[src/rtl/ias_pkg.sv]
package ias_pkg;
    localparam int DATA_W    = 8;
    localparam int ADDR_W    = 2 * DATA_W;
    localparam int RST_NUM_W = 3;

    typedef logic [DATA_W-1:0] byte_t;
    typedef logic [ADDR_W-1:0] addr_t;

    typedef enum logic [2:0] {
        ST_BOUND,
        ST_FETCH,
        ST_ACK,
        ST_EXEC,
        ST_PUSH_HI,
        ST_PUSH_LO
    } seq_st_e;

    // Restart opcodes have the form 11nnn111.
    function automatic logic is_restart(input byte_t op);
        return (op[7:6] == 2'b11) && (op[2:0] == 3'b111);
    endfunction

    function automatic logic [RST_NUM_W-1:0] restart_num(input byte_t op);
        return op[5:3];
    endfunction
endpackage

[src/rtl/ias_ctrl.sv]
module ias_ctrl
    import ias_pkg::*;
(
    input  logic    clk,
    input  logic    rst_n,
    input  logic    irq_n,
    input  logic    ie,
    input  logic    exec_done,
    input  byte_t   din,
    output seq_st_e st,
    output byte_t   op,
    output logic    accept
);
    typedef struct packed {
        seq_st_e st;
        byte_t   op;
    } ctrl_t;

    ctrl_t ctrl_d, ctrl_q;

    always_comb begin
        ctrl_d = ctrl_q;
        accept = 1'b0;
        unique case (ctrl_q.st)
            ST_BOUND: begin
                accept    = ie && !irq_n;
                ctrl_d.st = accept ? ST_ACK : ST_FETCH;
            end
            ST_FETCH, ST_ACK: begin
                ctrl_d.op = din;
                ctrl_d.st = is_restart(din) ? ST_PUSH_HI : ST_EXEC;
            end
            ST_EXEC: begin
                if (exec_done) ctrl_d.st = ST_BOUND;
            end
            ST_PUSH_HI: ctrl_d.st = ST_PUSH_LO;
            ST_PUSH_LO: ctrl_d.st = ST_BOUND;
            default:    ctrl_d.st = ST_BOUND;
        endcase
    end

    always_ff @(posedge clk or negedge rst_n) begin
        if (!rst_n) begin
            ctrl_q.st <= ST_BOUND;
            ctrl_q.op <= '0;
        end else begin
            ctrl_q <= ctrl_d;
        end
    end

    assign st = ctrl_q.st;
    assign op = ctrl_q.op;
endmodule

[src/rtl/ias_enable.sv]
module ias_enable (
    input  logic clk,
    input  logic rst_n,
    input  logic exec_win,
    input  logic ei,
    input  logic di,
    input  logic accept,
    output logic ie
);
    logic ie_d, ie_q;

    always_comb begin
        ie_d = ie_q;
        if (exec_win) begin
            if (di)      ie_d = 1'b0;
            else if (ei) ie_d = 1'b1;
        end
        if (accept) ie_d = 1'b0;
    end

    always_ff @(posedge clk or negedge rst_n) begin
        if (!rst_n) ie_q <= 1'b0;
        else        ie_q <= ie_d;
    end

    assign ie = ie_q;
endmodule

[src/rtl/ias_ptrs.sv]
module ias_ptrs
    import ias_pkg::*;
#(
    parameter addr_t PC_RESET  = '0,
    parameter addr_t SP_RESET  = '0,
    parameter int    VEC_SHIFT = 3
) (
    input  logic                 clk,
    input  logic                 rst_n,
    input  seq_st_e              st,
    input  logic [RST_NUM_W-1:0] rst_num,
    output addr_t                pc,
    output addr_t                sp
);
    typedef struct packed {
        addr_t pc;
        addr_t sp;
    } ptr_t;

    ptr_t  ptr_d, ptr_q;
    addr_t vec;

    always_comb begin
        vec = '0;
        vec[VEC_SHIFT +: RST_NUM_W] = rst_num;
        ptr_d = ptr_q;
        unique case (st)
            ST_FETCH:   ptr_d.pc = ptr_q.pc + addr_t'(1);
            ST_PUSH_HI: ptr_d.sp = ptr_q.sp - addr_t'(1);
            ST_PUSH_LO: begin
                ptr_d.sp = ptr_q.sp - addr_t'(1);
                ptr_d.pc = vec;
            end
            default: ;
        endcase
    end

    always_ff @(posedge clk or negedge rst_n) begin
        if (!rst_n) begin
            ptr_q.pc <= PC_RESET;
            ptr_q.sp <= SP_RESET;
        end else begin
            ptr_q <= ptr_d;
        end
    end

    assign pc = ptr_q.pc;
    assign sp = ptr_q.sp;
endmodule

[src/rtl/ias_bus.sv]
module ias_bus
    import ias_pkg::*;
(
    input  seq_st_e st,
    input  addr_t   pc,
    input  addr_t   sp,
    input  byte_t   op,
    output addr_t   bus_addr,
    output byte_t   bus_dout,
    output logic    rd_n,
    output logic    ack_n,
    output logic    wr_n,
    output logic    op_valid,
    output byte_t   op_code
);
    always_comb begin
        bus_addr = pc;
        bus_dout = '0;
        rd_n     = 1'b1;
        ack_n    = 1'b1;
        wr_n     = 1'b1;
        op_valid = 1'b0;
        op_code  = op;
        unique case (st)
            ST_FETCH: rd_n     = 1'b0;
            ST_ACK:   ack_n    = 1'b0;
            ST_EXEC:  op_valid = 1'b1;
            ST_PUSH_HI, ST_PUSH_LO: begin
                bus_addr = sp - addr_t'(1);
                wr_n     = 1'b0;
                bus_dout = (st == ST_PUSH_HI) ? pc[ADDR_W-1 -: DATA_W] : pc[DATA_W-1:0];
            end
            default: ;
        endcase
    end
endmodule

[src/rtl/intr_accept_seq.sv]
module intr_accept_seq
    import ias_pkg::*;
#(
    parameter addr_t PC_RESET  = '0,
    parameter addr_t SP_RESET  = '0,
    parameter int    VEC_SHIFT = 3
) (
    input  logic              clk,
    input  logic              rst_n,
    input  logic              irq_n,
    input  logic              ei_stb,
    input  logic              di_stb,
    input  logic              exec_done,
    input  logic [DATA_W-1:0] bus_din,
    output logic [ADDR_W-1:0] bus_addr,
    output logic [DATA_W-1:0] bus_dout,
    output logic              rd_n,
    output logic              ack_n,
    output logic              wr_n,
    output logic              op_valid,
    output logic [DATA_W-1:0] op_code,
    output logic              int_en
);
    seq_st_e st;
    byte_t   op_q;
    logic    accept;
    addr_t   pc, sp;

    ias_ctrl u_ctrl (
        .clk       (clk),
        .rst_n     (rst_n),
        .irq_n     (irq_n),
        .ie        (int_en),
        .exec_done (exec_done),
        .din       (bus_din),
        .st        (st),
        .op        (op_q),
        .accept    (accept)
    );

    ias_enable u_enable (
        .clk      (clk),
        .rst_n    (rst_n),
        .exec_win (st == ST_EXEC),
        .ei       (ei_stb),
        .di       (di_stb),
        .accept   (accept),
        .ie       (int_en)
    );

    ias_ptrs #(
        .PC_RESET  (PC_RESET),
        .SP_RESET  (SP_RESET),
        .VEC_SHIFT (VEC_SHIFT)
    ) u_ptrs (
        .clk     (clk),
        .rst_n   (rst_n),
        .st      (st),
        .rst_num (restart_num(op_q)),
        .pc      (pc),
        .sp      (sp)
    );

    ias_bus u_bus (
        .st       (st),
        .pc       (pc),
        .sp       (sp),
        .op       (op_q),
        .bus_addr (bus_addr),
        .bus_dout (bus_dout),
        .rd_n     (rd_n),
        .ack_n    (ack_n),
        .wr_n     (wr_n),
        .op_valid (op_valid),
        .op_code  (op_code)
    );
endmodule

[config.mk]
export PLATFORM = sky130hd
export DESIGN_NAME = intr_accept_seq
export DESIGN_NICKNAME = d
export VERILOG_FILES = /design/src/rtl/ias_pkg.sv /design/src/rtl/ias_ctrl.sv /design/src/rtl/ias_enable.sv /design/src/rtl/ias_ptrs.sv /design/src/rtl/ias_bus.sv /design/src/rtl/intr_accept_seq.sv
export SDC_FILE = /design/constraint.sdc
export NUM_CORES = 1
export LEC_CHECK = 0
export ABC_AREA = 1
export BUFFER_PORTS_ARGS = -buffer_cell sky130_fd_sc_hd__buf_2
export CORE_MARGIN = 4
export CORE_UTILIZATION = 33
export DETAILED_ROUTE_END_ITERATION = 12
export GPL_ROUTABILITY_DRIVEN = 0
export MAX_ROUTING_LAYER = met4
export SYNTH_ARGS = -nofsm -noshare
export SYNTH_HDL_FRONTEND = slang
export SYNTH_SLANG_ARGS = --single-unit
[constraint.sdc]
create_clock -name clk -period 3.21 [get_ports clk]
set_input_delay 0 -clock clk [delete_from_list [all_inputs] [get_ports clk]]
set_output_delay 0 -clock clk [all_outputs]
set_load 0.05 [all_outputs]
== Word level (Yosys, flattened, before mapping) ==
Cells that the tools add are included.
W data, S select, Z words.

* RAM bits: 0
* Memory bits (read-only): 0
* Bits in latches: 0
* Register bits after elaboration: 44
* Word-level logic and storage cells: 42
* Memories: 0
* Bits of input ports: 14

* Multiply operators: 0
* Bitwise logic cells: 0
* Equality and inequality tests: 8
* Shift operators: 0
* Div/mod/pow operators: 0
* Reduce and logical (&&, ||, !) cells: 10
* Add/sub/neg operators: 2
* Order comparisons: 0
* Mux-type cells: 17

{| class="wikitable"
|+ Operator list
! cell !! count
|-
| $pmux W16 S2 || 1
|-
| $add A16 B1 Y16 const B || 1
|-
| $mux W16 || 1
|-
| $mux W8 || 2
|-
| $sub A16 B1 Y16 const B || 1
|-
| $pmux W3 S4 || 1
|-
| $eq A3 B3 Y1 const B || 3
|-
| $mux W1 || 9
|-
| $eq A3 B2 Y1 const B || 2
|-
| $mux W3 || 2
|-
| $reduce_bool A2 Y1 || 2
|-
| $reduce_or A2 Y1 || 2
|-
| $eq A3 B1 Y1 const B || 1
|-
| $logic_not A3 Y1 || 1
|-
| $reduce_bool A3 Y1 || 1
|-
| $eq A2 B2 Y1 const B || 1
|-
| $logic_and A1 B1 Y1 || 2
|-
| $mux W2 || 1
|-
| $ne A2 B2 Y1 const B || 1
|-
| $reduce_and A2 Y1 || 1
|-
| $logic_not A1 Y1 || 1
|}

== Longest topological paths before layout ==
* Depth after elaboration: 5
* Depth in mapped cells: 9
* Mapped depth without buffers: 9

== By module ==
Synthesis repeated with hierarchy kept, for this count alone.

* Cells, all modules: 497
* Area, all modules: 3258.1 µm²

{| class="wikitable"
|+ By module, submodules not included
! module !! seq. area each (µm²) !! area each (µm²) !! cells an instance !! instances
|-
| ias_ptrs || 800.8 || 1889.3 || 254 || 1
|-
| ias_bus || 0.0 || 818.3 || 170 || 1
|-
| ias_ctrl || 275.3 || 495.5 || 65 || 1
|-
| ias_enable || 25.0 || 45.0 || 6 || 1
|-
| intr_accept_seq || 0.0 || 10.0 || 2 || 1
|}

== Worst setup path after synthesis ==
Ideal clock, no wire load.

* Path kind: reg-to-output
* From: register u_ctrl.st[1] (netlist name)
* To: output bus_addr[10]
* Path buffers: 2
* Data arrival time: 2.041 ns
* Stages on the path, launching flop included: 7
* Required time: 3.210 ns
* Slack: 1.169 ns
* Path through: dfrtp_1 nor2_2 nand2_4 nand2_2 buf_6 buf_6 o21ai_0

* Cells in the longest elaborated chain, start to end: 3
* Elaborated cells between the ends (all ways): 4
* Those cells by class: eq/ne: 2; mux: 1; reduce/logical: 1

{| class="wikitable"
|+ RTL lines
! element !! line !! source
|-
| $eq A3 B3 Y1 || ias_bus.sv:24 || <nowiki>unique case (st)</nowiki>
|-
| $reduce_or A2 Y1 (no source line) * || - ||
|-
| $mux W16 * || ias_bus.sv:24 ||
|-
| end: declaration || intr_accept_seq.sv:15 || <nowiki>output logic [ADDR_W-1:0] bus_addr,</nowiki>
|}

Mark *: on every way between the ends. The rest lies on a longest branch, timed or not.

== Worst setup path in the final report ==
* From: register u_ctrl.st[1] (netlist name)
* To: output bus_addr[2]

* Cells in the longest elaborated chain, start to end: 3
* Elaborated cells between the ends (all ways): 4
* Those cells by class: eq/ne: 2; mux: 1; reduce/logical: 1

{| class="wikitable"
|+ RTL lines
! element !! line
|-
| $eq A3 B3 Y1 || ias_bus.sv:24
|-
| $reduce_or A2 Y1 (no source line) * || -
|-
| $mux W16 * || ias_bus.sv:24
|}

Marked as above.

==> flow_metrics.tcl <==
set metrics [dict create \
    status "finished clean" \
    cp_data_arrival_time_ns 2.43 \
    fin_util_pct 40.7 \
    synth_ff_type "dfrtp_1" \
    yosysTopAreaCellShare_pct 40.7 \
    worstPathMaxFanout 46 \
    die_y_um 98.5 \
    synth.most_common_cell "nand2_1" \
    ctsResizeCount 0 \
    grt_pass1_vias 2451 \
    syn-mean-instance-area_sq_um 7.07 \
    setup-tns-final_ns 0 \
    die_area_sq_um 9700 \
    power.leakage_nw 1.66 \
    io_pins 51 \
    initial_core_util_pct 34.4 \
    drive_gt1_share_pct 19.2 \
    drv_cap 0 \
    grt_max_degree 47 \
    final-instance-count-excl-fill 544 \
    synth_seq_cells 44 \
    grt.overflow.total 0 \
    num_rows 32 \
    syn_inst 382 \
    combPwrFrac_pct 50.1 \
    dr_total_vias 2541 \
    p_int_mw 1.28 \
    clkLatencyLatePin_ns 0.30 \
    ant_nets 0 \
    min_path_type "input pin to flip-flop" \
    preCtsSetupSlack_ns 1.12 \
    power_mw 2.63 \
    clk_pin_slew_worst_paths_ns 0.09 \
    setup_violations 0 \
    cts_sinks 44 \
    fmax_mhz 411 \
    htreeDepth 2 \
    drtIter0Drc 121 \
    cp-start-kind "flip-flop" \
    die_w_um 98.5 \
    finalHoldViolCount 0 \
    rsz0062_at_grt "false" \
    final.min_clock_period_ns 2.43 \
    clockRootBuffer "clkbuf_8" \
    yosysUniqueCellTypes 28 \
    viasPerCell 4.67 \
    switching_share_pct 51.4 \
    hpwlAfterDp_mm 5.08 \
    ys_async_sr_fraction_pct 100 \
    ir_drop_mv 0.494 \
    skew_ns 0.0109 \
    sequentialPowerShare_pct 35.5 \
    cts_made_buffers 5 \
    nets 457 \
    postCtsHoldBufs 11 \
    routed_wl_mm 6.79 \
    coreArea_sq_um 7850 \
    wl_per_cell_um 12.5 \
    fin_area_sq_um 3200 \
    antenna_found_initial 0 \
    p_sw_mw 1.35 \
    max_slew.worst_pin.slew_ns 1.04 \
    synthTopCellsByArea "dfrtp_1 (41%), nand2_1 (17%), inv_1 (7.4%)" \
    area_growth_pct 18.2 \
    crit_type "flip-flop to primary output" \
    fin_ws_ns 0.777 \
    cts_tree "yes" \
    dp_cells 525 \
    powerDensity_nw_per_um2 823 \
    synth_edf_count 0 \
    drc 0 \
    slew_viol_final 0 \
    holdWs_ns 0.0120 \
    syn-cell-area_sq_um 2700 \
    first_pass_iters 4 \
    cts_buffer_depth 2 \
    p_clk_share_pct 14.4 \
    n_antenna_cell 0 \
    ys_warn_count 0 \
    synth.largest_area_cell "dfrtp_1" \
    ys_seq_area_share_pct 40.7 \
    placed_area_sq_um 2990 \
    worstPathRequired_ns 3.21 \
    grt_pass1_wl_mm 11.6 \
    post_cts_buffers 0 \
    nFillCells 860 \
    grt_usage_pct 14.9 \
    slew_headroom_pct 30.6 \
    io_buffers 50 \
    period_share_pct 75.8 \
    syn_nets 398 \
    netlist_top_cells_count "nand2_1 (122), inv_1 (53), dfrtp_1 (44)" \
    worstSetupEndpointType "primary output" \
]
[area by class of cell]
type	instances	area, sq um	share of cell area [%]
sequential	44	1100	34.5
clock buffer	6	82.6	2.58
tap	102	128	3.99
clock inverter	2	15.0	0.470
inverter	55	206	6.46
timing repair buffer	62	368	11.5
multi-input combinational	273	1290	40.5
[state kept, by name, indices dropped and copies added, names as in the netlist]
register	flops
u_ptrs.pc	16
u_ptrs.sp	16
u_ctrl.op	8
u_ctrl.st	3
u_enable.ie	1
[worst max-delay path, stage by stage (launching register included)]
cell and delay (ns):
dfrtp_1 0.46, nor2_4 0.31, nand2_2 0.25, nand2_2 0.12, buf_4 0.38, o21ai_0 0.20, o21ai_0 0.11, buf_2 0.29
[cells in the final DEF (no fill, tap or decap), types with 5 or more instances in the layout]
cell,netlist,layout
buf_2,2,50
dlygate4sd3_1,0,11
inv_1,53,53
o21ai_2,7,7
nand3_1,23,23
a21oi_1,8,8
a21oi_2,7,7
nand2_1,122,122
clkbuf_8,0,6
o21ai_0,33,33
dfrtp_1,44,44
nor3_1,5,5
nor2_1,38,38
[worst paths after layout]
check                                                 to                startpoint  cells past startpoint  slack [ns]
worst min register to register  u_ptrs.sp[0]$_DFFE_PN0N_  u_ptrs.sp[0]$_DFFE_PN0N_                      2        0.48
worst max-delay path                         bus_addr[2]  u_ctrl.st[1]$_DFFE_PN0P_                      7        0.78
worst min-delay path            u_ctrl.st[1]$_DFFE_PN0P_                     irq_n                      4        0.01
max in group asynchronous       u_ptrs.pc[7]$_DFFE_PN0P_                     rst_n                      2        2.14
worst max register to register  u_ptrs.sp[7]$_DFFE_PN0N_  u_ctrl.st[1]$_DFFE_PN0P_                      6        1.27
min in group asynchronous       u_ptrs.sp[3]$_DFFE_PN0N_                     rst_n                      2        0.42
[power groups by stage]
stage	logic [mW]	registers (mW)	clock network, mW
floorplan	0.856	1.10	0
global placement	1.29	0.935	0
detailed placement	1.31	0.943	0
CTS	1.34	0.932	0.394
global route	1.48	0.964	0.421
finish	1.32	0.933	0.380
[routing by layer]
layer	track usage, %	vias to the layer above	part of all wire, %
li1	-	1323	-
met1	19.9	1160	48
met2	23.7	52	46
met3	3.04	6	5.0
met4	2.52	0	0.85
met5	-	-	0
[cells by family (layout without fill, tap and decap cells)]
logic type | Yosys count | after routing | share of synthesized area, %
simple gates | 204 | 204 | 31.6
buf+inv | 65 | 125 | 11.3
compound gates | 63 | 63 | 14.1
flops | 44 | 44 | 40.7
xor+xnor | 4 | 4 | 1.30
fa+ha+maj | 2 | 2 | 0.926
Power figures use the tool's default switching activity.
